**src/rtl/cwa_pkg.sv**
```systemverilog
package cwa_pkg;

    localparam int unsigned COMMA_W_DEF = 10;

    // True when every cared-for bit of the slice equals the pattern.
    function automatic logic masked_eq(
        input logic [COMMA_W_DEF-1:0] bits,
        input logic [COMMA_W_DEF-1:0] pattern,
        input logic [COMMA_W_DEF-1:0] care
    );
        return ((bits ^ pattern) & care) == '0;
    endfunction

endpackage

```
**src/rtl/cwa_offset_match.sv**
```systemverilog
module cwa_offset_match
    import cwa_pkg::*;
#(
    parameter int unsigned DATA_W  = 20,
    parameter int unsigned COMMA_W = COMMA_W_DEF
) (
    input  logic [2*DATA_W-1:0]  window_i,
    input  logic [COMMA_W-1:0]   plus_i,
    input  logic [COMMA_W-1:0]   minus_i,
    input  logic [COMMA_W-1:0]   mask_i,
    input  logic                 dbl_i,
    output logic [DATA_W-1:0]    hit_o
);

    localparam bit DBL_OK = (DATA_W >= 2 * COMMA_W);

    for (genvar o = 0; o < DATA_W; o++) begin : g_off
        logic [COMMA_W-1:0] first_d;
        logic               p_hit_d;
        logic               m_hit_d;

        assign first_d = window_i[o +: COMMA_W];
        assign p_hit_d = masked_eq(first_d, plus_i, mask_i);
        assign m_hit_d = masked_eq(first_d, minus_i, mask_i);

        if (DBL_OK) begin : g_dbl
            logic [COMMA_W-1:0] second_d;
            logic               pair_d;
            assign second_d = window_i[o + COMMA_W +: COMMA_W];
            assign pair_d   = p_hit_d && masked_eq(second_d, minus_i, mask_i);
            assign hit_o[o] = dbl_i ? pair_d : (p_hit_d || m_hit_d);
        end else begin : g_single
            assign hit_o[o] = p_hit_d || m_hit_d;
        end
    end

endmodule

```
**src/rtl/cwa_lowest_pick.sv**
```systemverilog
module cwa_lowest_pick #(
    parameter int unsigned N    = 20,
    localparam int unsigned IW  = (N > 1) ? $clog2(N) : 1
) (
    input  logic [N-1:0]  req_i,
    output logic [IW-1:0] idx_o,
    output logic          any_o
);

    always_comb begin
        idx_o = '0;
        any_o = 1'b0;
        for (int i = N - 1; i >= 0; i--) begin
            if (req_i[i]) begin
                idx_o = i[IW-1:0];
                any_o = 1'b1;
            end
        end
    end

    logic [N-1:0] below_d;
    assign below_d = (N'(1) << idx_o) - N'(1);

    always_comb begin
        if (any_o) begin
            assert_lowest_R7: assert (req_i[idx_o] && ((req_i & below_d) == '0))
                else $error("picked offset is not the lowest match");
        end
    end

endmodule

```
**src/rtl/cwa_aligner.sv**
```systemverilog
module cwa_aligner
    import cwa_pkg::*;
#(
    parameter int unsigned DATA_W  = 20,
    parameter int unsigned COMMA_W = COMMA_W_DEF
) (
    input  logic               clk_i,
    input  logic               rst_ni,
    input  logic               en_i,
    input  logic               dbl_i,
    input  logic [COMMA_W-1:0] plus_i,
    input  logic [COMMA_W-1:0] minus_i,
    input  logic [COMMA_W-1:0] mask_i,
    input  logic [DATA_W-1:0]  data_i,
    output logic [DATA_W-1:0]  data_o,
    output logic               comma_o,
    output logic               realign_o
);

    localparam int unsigned OFF_W = (DATA_W > 1) ? $clog2(DATA_W) : 1;
    localparam int unsigned WIN_W = 2 * DATA_W;

    typedef struct packed {
        logic [DATA_W-1:0] prev;
        logic [OFF_W-1:0]  off;
        logic [DATA_W-1:0] data;
        logic              comma;
        logic              realign;
    } state_t;

    state_t st_d, st_q;

    logic [WIN_W-1:0]  window_d;
    logic [WIN_W-1:0]  shifted_d;
    logic [DATA_W-1:0] hit_d;
    logic [OFF_W-1:0]  pick_d;
    logic              any_d;
    logic [OFF_W-1:0]  off_sel_d;

    assign window_d = {data_i, st_q.prev};

    cwa_offset_match #(
        .DATA_W  (DATA_W),
        .COMMA_W (COMMA_W)
    ) u_match (
        .window_i (window_d),
        .plus_i   (plus_i),
        .minus_i  (minus_i),
        .mask_i   (mask_i),
        .dbl_i    (dbl_i),
        .hit_o    (hit_d)
    );

    cwa_lowest_pick #(
        .N (DATA_W)
    ) u_pick (
        .req_i (hit_d),
        .idx_o (pick_d),
        .any_o (any_d)
    );

    always_comb begin
        st_d      = st_q;
        st_d.prev = data_i;
        off_sel_d = any_d ? pick_d : st_q.off;
        shifted_d = window_d >> off_sel_d;
        if (en_i) begin
            st_d.off     = off_sel_d;
            st_d.data    = shifted_d[DATA_W-1:0];
            st_d.comma   = any_d;
            st_d.realign = any_d && (pick_d != st_q.off);
        end else begin
            st_d.comma   = 1'b0;
            st_d.realign = 1'b0;
        end
    end

    always_ff @(posedge clk_i or negedge rst_ni) begin
        if (!rst_ni) begin
            st_q <= '0;
        end else begin
            st_q <= st_d;
        end
    end

    assign data_o    = en_i ? st_q.data : data_i;
    assign comma_o   = st_q.comma;
    assign realign_o = st_q.realign;

    assert_realign_has_comma_R8: assert property (@(posedge clk_i) disable iff (!rst_ni)
        realign_o |-> comma_o);

    assert_realign_moves_R8: assert property (@(posedge clk_i) disable iff (!rst_ni)
        realign_o |-> (st_q.off != $past(st_q.off)));

    assert_offset_held_R6: assert property (@(posedge clk_i) disable iff (!rst_ni)
        (en_i && !any_d) |=> $stable(st_q.off));

    assert_quiet_bypass_R2: assert property (@(posedge clk_i) disable iff (!rst_ni)
        !en_i |=> (!comma_o && !realign_o));

endmodule

```
**config.mk**
```make
export PLATFORM = sky130hd
export DESIGN_NAME = cwa_aligner
export DESIGN_NICKNAME = d
export VERILOG_FILES = /design/src/rtl/cwa_pkg.sv /design/src/rtl/cwa_offset_match.sv /design/src/rtl/cwa_lowest_pick.sv /design/src/rtl/cwa_aligner.sv
export SDC_FILE = /design/constraint.sdc
export NUM_CORES = 1
export LEC_CHECK = 0
export BUFFER_PORTS_ARGS = -buffer_cell sky130_fd_sc_hd__buf_2
export CORE_ASPECT_RATIO = 1.25
export CORE_UTILIZATION = 50
export CTS_CLUSTER_DIAMETER = 150
export CTS_CLUSTER_SIZE = 10
export DETAILED_ROUTE_END_ITERATION = 7
export PLACE_DENSITY = 0.7
export SETUP_SLACK_MARGIN = 0.02
export SYNTH_ARGS = -nofsm -noshare
export SYNTH_HDL_FRONTEND = slang
export SYNTH_HIERARCHICAL = 1
export SYNTH_SLANG_ARGS = --single-unit
export TNS_END_PERCENT = 30
```
**constraint.sdc**
```tcl
create_clock -name clk_i -period 4.6 [get_ports clk_i]
set_input_delay 0.46 -clock clk_i [delete_from_list [all_inputs] [get_ports clk_i]]
set_output_delay 0.46 -clock clk_i [all_outputs]
set_load 0.005 [all_outputs]
```
==> impl_metrics.csv, run 1 <==
group,metric,value,unit
logic_synthesis,synth_nets,1452,
global_route,overflow,0,
placement,numPortBuffers,75,
die,core.rowCount,63,
pwr,finalPower,5.426,mW
sta,layout_min_cycle_time,4.532,ns
critical_path,crit_fanout,12,
sta,fmax,220.6,MHz
sta,final.setup.tns,0,ns
die,dieWidth,141.4,um
pwr,power_frac_clock,7.2,%
clock_network,clkSinkCount,47,
sta,hold_viol,0,
logic_synthesis,async_reset_ff_share,100.0,%
pwr,p_per_area,360.6,nW/um2
sta,setup_viol,0,
critical_path,path_class,"reg2reg",
global_route,grt_pass1_wl,74.51,mm
clock_network,htreeDepth,2,
logic_synthesis,ys_seq_elements,47,
layout,final.fill_count,2110,
layout,area.growth.synth_to_final,23.99,%
global_route,grt_use_total,38.94,%
sta,maxSlewHeadroom,23.41,%
die,die_h,176.2,um
critical_path,cp-end-kind,"register",
route,wl_per_cell,25.84,um
clock_network,cts_tree,"yes",
layout,final_util,63.22,%
layout,drive_gt1_share,33.27,%
placement,hpwl,35.39,mm
logic_synthesis,synth_edf_count,0,
route,drc,0,
logic_synthesis,syn-cell-area,12140,um2
route,wl_met2,22.68,mm
route,drtIter0Drc,2065,
pwr,p_switching,2.554,mW
route,wl_met1,18.84,mm
global_route,grt_max_degree,48,
layout,nets,1667,
run,maxCapViolCount,0,
clock_network,clockRootBuffer,"clkbuf_16",
pwr,power_frac_seq,12.6,%
layout,num_antenna_cells,0,
pwr,combPwrFrac,80.2,%
die,core_region_area,23810,um2
die,initial_core_util,50.99,%
sta,tightest_slew,1.149,ns
outcome,status,"finished, final reports clean",
pwr,p_leak,6.832,nW
clock_network,clockBufferDepth,2,
critical_path,startpoint_type,"register",
sta,finClkSkew,0.008302,ns
sta,rsz0062_at_grt,"yes",
clock_network,clk_pin_slew,0.07,ns
placement,postPlaceCellArea,14480,um2
route,vias_per_cell,6.774,
route,dr.pass1.iters,6,
layout,finalInstanceArea,15050,um2
logic_synthesis,synth.avg_cell_area,8.682,um2
logic_synthesis,synthCells,1398,
logic_synthesis,ys.warnings.count,6,
route,postRouteAntennaNets,0,
global_route,antenna_found_initial,1,
route,via_count,13140,
logic_synthesis,yosysSeqAreaShare,9.690,%
route,dr.max_layer_used,"met5",
route,wl_met3,5.300,mm
route,drt-total-wl,50.11,mm
pwr,ir_drop,0.4102,mV
pwr,switching_share,47.07,%
critical_path,cp_data_arrival_time,4.72,ns
critical_path,required,4.79,ns
die,die_area,24910,um2
pwr,power.internal,2.872,mW
die,num_io_pins,76,
clock_network,cts_buffers,5,
logic_synthesis,synth.distinct_cells,61,
global_route,grt_pass1_vias,12530,
sta,min_period_over_period,98.53,%
logic_synthesis,ys.flop_type,"dfrtp_1",
clock_network,clkLatencyLatePin,0.30,ns
placement,globalplace.congestion,1.050,
hold_path,hold_class,"in2reg",
sta,drv_slew,0,
clock_network,ctsHoldBuffers,0,
==> cell usage in the layout, fill, tap and decap left out, drive strengths merged, types with 2 or more instances in the layout <==
cell / n
xor2: 503
buf: 398
a22oi: 146
nand2: 51
a22o: 51
nor2: 47
dfrtp: 47
mux2i: 43
a221oi: 42
mux4: 33
mux2: 33
nand4: 31
a21oi: 23
nor4: 16
nand3: 15
o22a: 13
and3: 12
a211oi: 10
a222oi: 10
a2bb2oi: 10
inv: 9
o21ai: 9
o22ai: 8
clkbuf: 8
a31oi: 6
a221o: 6
nor3: 3
xnor2: 2
and2: 2
a32oi: 2
o221ai: 2
nor2b: 2
clkinv: 2
o311ai: 2
nor3b: 2
==> cells in the mapped netlist (3+ instances only) <==
library cell  instances  share of area [%]
nand3_1              15               0.62
and3_1               12               0.62
mux4_1                5                1.1
buf_4                18                1.1
nand2_1              51                1.6
a221oi_2              6               0.74
a221oi_1             36                2.6
nor2_1               47                1.5
a31oi_1               6               0.31
mux2_2               32                3.0
inv_1                 9               0.28
nor4_1               16               0.82
a22o_1               51                3.7
o22a_1               13               0.94
a221o_1               6               0.49
nor3_1                3               0.12
a222oi_1             10               0.82
a211oi_1             10               0.62
buf_6                40                3.7
a22oi_1             146                9.0
a21oi_1              23               0.95
dfrtp_1              47                9.7
buf_2                62                2.6
o21ai_0               8               0.33
mux4_2               28                5.2
a2bb2oi_1             3               0.22
o22ai_1               8               0.41
a2bb2oi_2             7               0.87
clkbuf_1             59                1.8
nand4_1              31                1.6
mux2i_1              41                3.4
xor2_1              503                 36
buf_1                13               0.40
==> cell families after synthesis <==
kind of cell           count (synthesis)  synth area share, %
AO/OA/AOI/OAI                        352                23.47
AND/OR/NAND/NOR                      183                7.298
buffers and inverters                203                10.17
multiplexers                         108                12.93
flip-flops                            47                9.690
XOR/XNOR                             505                36.44
==> metal layers <==
metal	up-vias	track usage, %
met4	2	19.61
met5	-	0
met3	271	5.804
li1	5516	-
met2	1025	64.27
met1	6321	49.31
==> area by class of cell <==
type	count	area (um2)	area share, %
multi-input cells	1149	9973	66.27
repair buffers	401	3303	21.95
flip-flops and latches	47	1182	7.857
well taps	325	406.6	2.702
clock buffers	5	125.1	0.8314
inverters	9	33.78	0.2245
clock inverters	3	25.02	0.1663
==> per-stage QoR <==
stage	worst slack, ns	std cells	hold slack (ns)
after detailed placement	-0.2697	1915	0.4918
after floorplan	0.2288	1398	0.1644
after global placement	-0.2484	1915	0.4842
after global routing	-0.03311	1939	0.3619
final	0.06756	1939	0.3622
after CTS	0.01834	1923	0.3573
==> critical path, cell delays in order (launching register included) <==
cell and delay (ns):
dfrtp_2 0.48, buf_6 0.17, buf_6 0.16, buf_4 0.17, xor2_1 0.16, a221oi_2 0.26
nand4_1 0.24, a2bb2oi_2 0.21, buf_4 0.14, inv_1 0.04, a21oi_2 0.12, o21ai_1 0.07
o2bb2ai_2 0.15, buf_4 0.16, mux2i_4 0.19, buf_6 0.15, clkbuf_16 0.18, mux4_2 0.57
mux2i_2 0.25, nor2_1 0.07, a311o_1 0.32, o22a_1 0.16
==> repair_timing <==
action,4_1_cts,5_1_grt
endpoints found under the setup margin,14,20
setup buffers,0,14
gates cloned,0,3
resized for setup,5,57
pin swaps,0,10
==> final timing paths <==
| check | startpoint | to | slack, ns | cells after the start |
|---|---|---|---|---|
| max in group asynchronous | rst_ni | st_q[38]$_DFF_PN0_ | 3.43 | 1 |
| min in group asynchronous | rst_ni | st_q[16]$_DFFE_PN0P_ | 0.39 | 1 |
| worst max-delay path | st_q[41]$_DFF_PN0_ | st_q[14]$_DFFE_PN0P_ | 0.07 | 21 |
| worst min-delay path | data_i[19] | st_q[46]$_DFF_PN0_ | 0.36 | 1 |
| worst min register to register | st_q[21]$_DFFE_PN0P_ | st_q[21]$_DFFE_PN0P_ | 0.52 | 1 |
| worst max register to register | st_q[41]$_DFF_PN0_ | st_q[14]$_DFFE_PN0P_ | 0.07 | 21 |
==> sequential cells by signal, summed over array words and instances (netlist names) <==
signal     cells
realign_o      1
st_q          45
comma_o        1
==> power by group through the flow <==
stage / Clock [mW] / Combinational, mW / Sequential (mW)
final: 0.392 / 4.35 / 0.681
after global routing: 0.404 / 4.57 / 0.684
after CTS: 0.389 / 4.00 / 0.672
after detailed placement: 0 / 3.94 / 0.677
after global placement: 0 / 3.90 / 0.678
after floorplan: 0 / 2.50 / 0.606
(Power assumes the default switching activity.)
==> run 2, diff against run 1 <==
- PLACE_DENSITY: 0.7 -> 0.68
- clock period: 4.6 -> 5.2 ns (I/O delays scaled with it)
==> run 2 against run 1 <==
- global-route usage down 0.24 points
- register-to-register slack better by 0.27 ns
- largest cell class unchanged
- sequential share of layout area up 1.2 points
- worst hold slack worse by 0.036 ns
- wire length down 3.8%
- total power down 24%
- via count down 8.5%
- non-clock buffer count down 204
- combinational power down 29%
==> impl_metrics.csv, run 2 (same netlist as run 1, synthesis figures left out) <==
group,metric,value,unit
outcome,status,"finished, final reports clean",
clock_network,clkLatencyLatePin,0.30,ns
layout,final-instance-count-excl-fill,1734,
placement,hpwl,33.14,mm
pwr,p_per_area,316.9,nW/um2
sta,setup_viol,0,
route,vias_per_cell,6.929,
layout,final_cell_mix,"xor2_1 (503), a22oi_1 (146), buf_4 (108)",
clock_network,clkSinkCount,47,
clock_network,cts_tree,"yes",
layout,area.growth.synth_to_final,7.092,%
global_route,grt_use_total,38.71,%
die,initial_core_util,50.99,%
route,drc,0,
route,drt-total-wl,48.21,mm
run,maxCapViolCount,0,
sta,finClkSkew,0.009175,ns
critical_path,required,5.39,ns
critical_path,cp_slowest_cell,"mux4_1",
die,die_area,24910,um2
critical_path,cpPeakStageDelay,0.59,ns
global_route,grt_max_degree,50,
sta,rsz0062_at_grt,"no",
sta,maxSlewHeadroom,36.33,%
die,dieWidth,141.4,um
sta,drv_slew,0,
clock_network,cts_buffers,5,
clock_network,htreeDepth,2,
layout,final_util,54.60,%
sta,final.setup.tns,0,ns
die,core_region_area,23810,um2
die,die_h,176.2,um
layout,regArea,1176,um2
pwr,ir_drop,0.2985,mV
clock_network,clockRootBuffer,"clkbuf_16",
pwr,finalPower,4.119,mW
die,num_io_pins,76,
clock_network,cts_resized,0,
layout,largest_reg_flops,45,
sta,layout_min_cycle_time,4.858,ns
sta,fmax,205.9,MHz
route,dr.pass1.iters,6,
critical_path,cp-end-kind,"register",
clock_network,clk_pin_slew,0.07,ns
route,via_count,12020,
layout,num_antenna_cells,0,
layout,top_register,"st_q",
layout,final.fill_count,2240,
clock_network,cts_setup_buffers,0,
layout,layout_commonest_cell,"xor2_1",
critical_path,timing.critical_path.buf_inv,3,
clock_network,ctsHoldBuffers,0,
die,core.rowCount,63,
sta,tightest_slew,0.9550,ns
route,postRouteAntennaNets,0,
route,wl_per_cell,27.80,um
global_route,grt_pass1_wl,73.56,mm
layout,nets,1462,
global_route,grt_pass1_vias,11490,
critical_path,worstPathCellList,"buf_12 > xor2_1 > a22o_1 > a221oi_1 > and3_1 > o22a_1 > nor2_1 > o311ai_2 > o311ai_1 > a2111oi_2 > mux2_2 > buf_4 > mux4_1 > mux2i_1 > buf_4 > o22ai_1 > o22a_1",
critical_path,cp_data_arrival_time,5.05,ns
clock_network,clockBufferDepth,2,
layout,multi_input_area,9743,um2
sta,hold_viol,0,
sta,whs,0.3257,ns
sta,min_period_over_period,93.42,%
critical_path,crit_fanout,20,
placement,globalplace.congestion,0.9837,
critical_path,startpoint_type,"register",
critical_path,path_delay_family,"compound AO/OA/AOI/OAI gates",
global_route,overflow,0,
global_route,antenna_found_initial,1,
pwr,p_leak,5.739,nW
critical_path,path_class,"reg2reg",
placement,numPortBuffers,75,
placement,dp.cells,1726,
hold_path,hold_class,"in2async",
route,drtIter0Drc,1635,
layout,drive_gt1_share,20.37,%
==> run 2: cell types whose count changed in the layout (fill, tap and decap cells not counted), sizes merged <==
cell      change
bufinv        +1
clkbuf        -3
buf         -201
clkinv        -1
mux2          -1
clkinvlp      -1
inv           +1
==> run 2: worst reg2reg max path, stage by stage (launching register included) <==
cell,delay (ns)
dfrtp_1,0.57
buf_12,0.26
xor2_1,0.10
a22o_1,0.19
a221oi_1,0.28
and3_1,0.34
o22a_1,0.24
nor2_1,0.06
o311ai_2,0.24
o311ai_1,0.17
a2111oi_2,0.37
mux2_2,0.37
buf_4,0.24
mux4_1,0.59
mux2i_1,0.27
buf_4,0.17
o22ai_1,0.10
o22a_1,0.19
==> run 2: through the flow <==
step | instance area [um2] | setup WS, ns
3_5_place_dp | 12830 | 0.08498
5_1_grt | 13000 | 0.03780
4_1_cts | 13000 | 0.3521
2_1_floorplan | 12140 | 0.7688
6_report | 13000 | 0.3423
3_3_place_gp | 12830 | 0.1493
==> run 2: final timing paths <==
path,from,slack [ns],cells past startpoint,endpoint
worst min-delay path,rst_ni,0.33,2,st_q[20]$_DFFE_PN0P_
worst max-delay path,st_q[46]$_DFF_PN0_,0.34,17,st_q[17]$_DFFE_PN0P_
worst max register to register,st_q[46]$_DFF_PN0_,0.34,17,st_q[17]$_DFFE_PN0P_
worst min register to register,st_q[21]$_DFFE_PN0P_,0.52,1,st_q[21]$_DFFE_PN0P_
max in group asynchronous,rst_ni,4.42,2,st_q[22]$_DFFE_PN0P_
min in group clk_i,data_i[19],0.42,1,st_q[46]$_DFF_PN0_
==> run 2: power by group <==
group          internal (mW)  leakage (nW)  switching, mW
Clock                  0.230        0.0844          0.164
Combinational           1.37          5.10           1.75
Sequential             0.476         0.556          0.135
Total                   2.07          5.74           2.05
==> run 2: final cells by class <==
cell class / instances / share of cell area, %
repair buffers: 197 / 11.28
flip-flops and latches: 47 / 9.048
clock buffers: 5 / 0.9626
well taps: 325 / 3.128
inverters: 9 / 0.2599
clock inverters: 3 / 0.3658
multi-input cells: 1148 / 74.95
==> run 2: layer usage <==
metal / share of wire [%] / wire length (um) / GRT usage, %
met2: 46 / 22110 / 61.41
met4: 5.7 / 2748 / 21.47
met3: 10 / 4867 / 6.103
met1: 38 / 18480 / 50.06
met5: 0.019 / 9 / 0
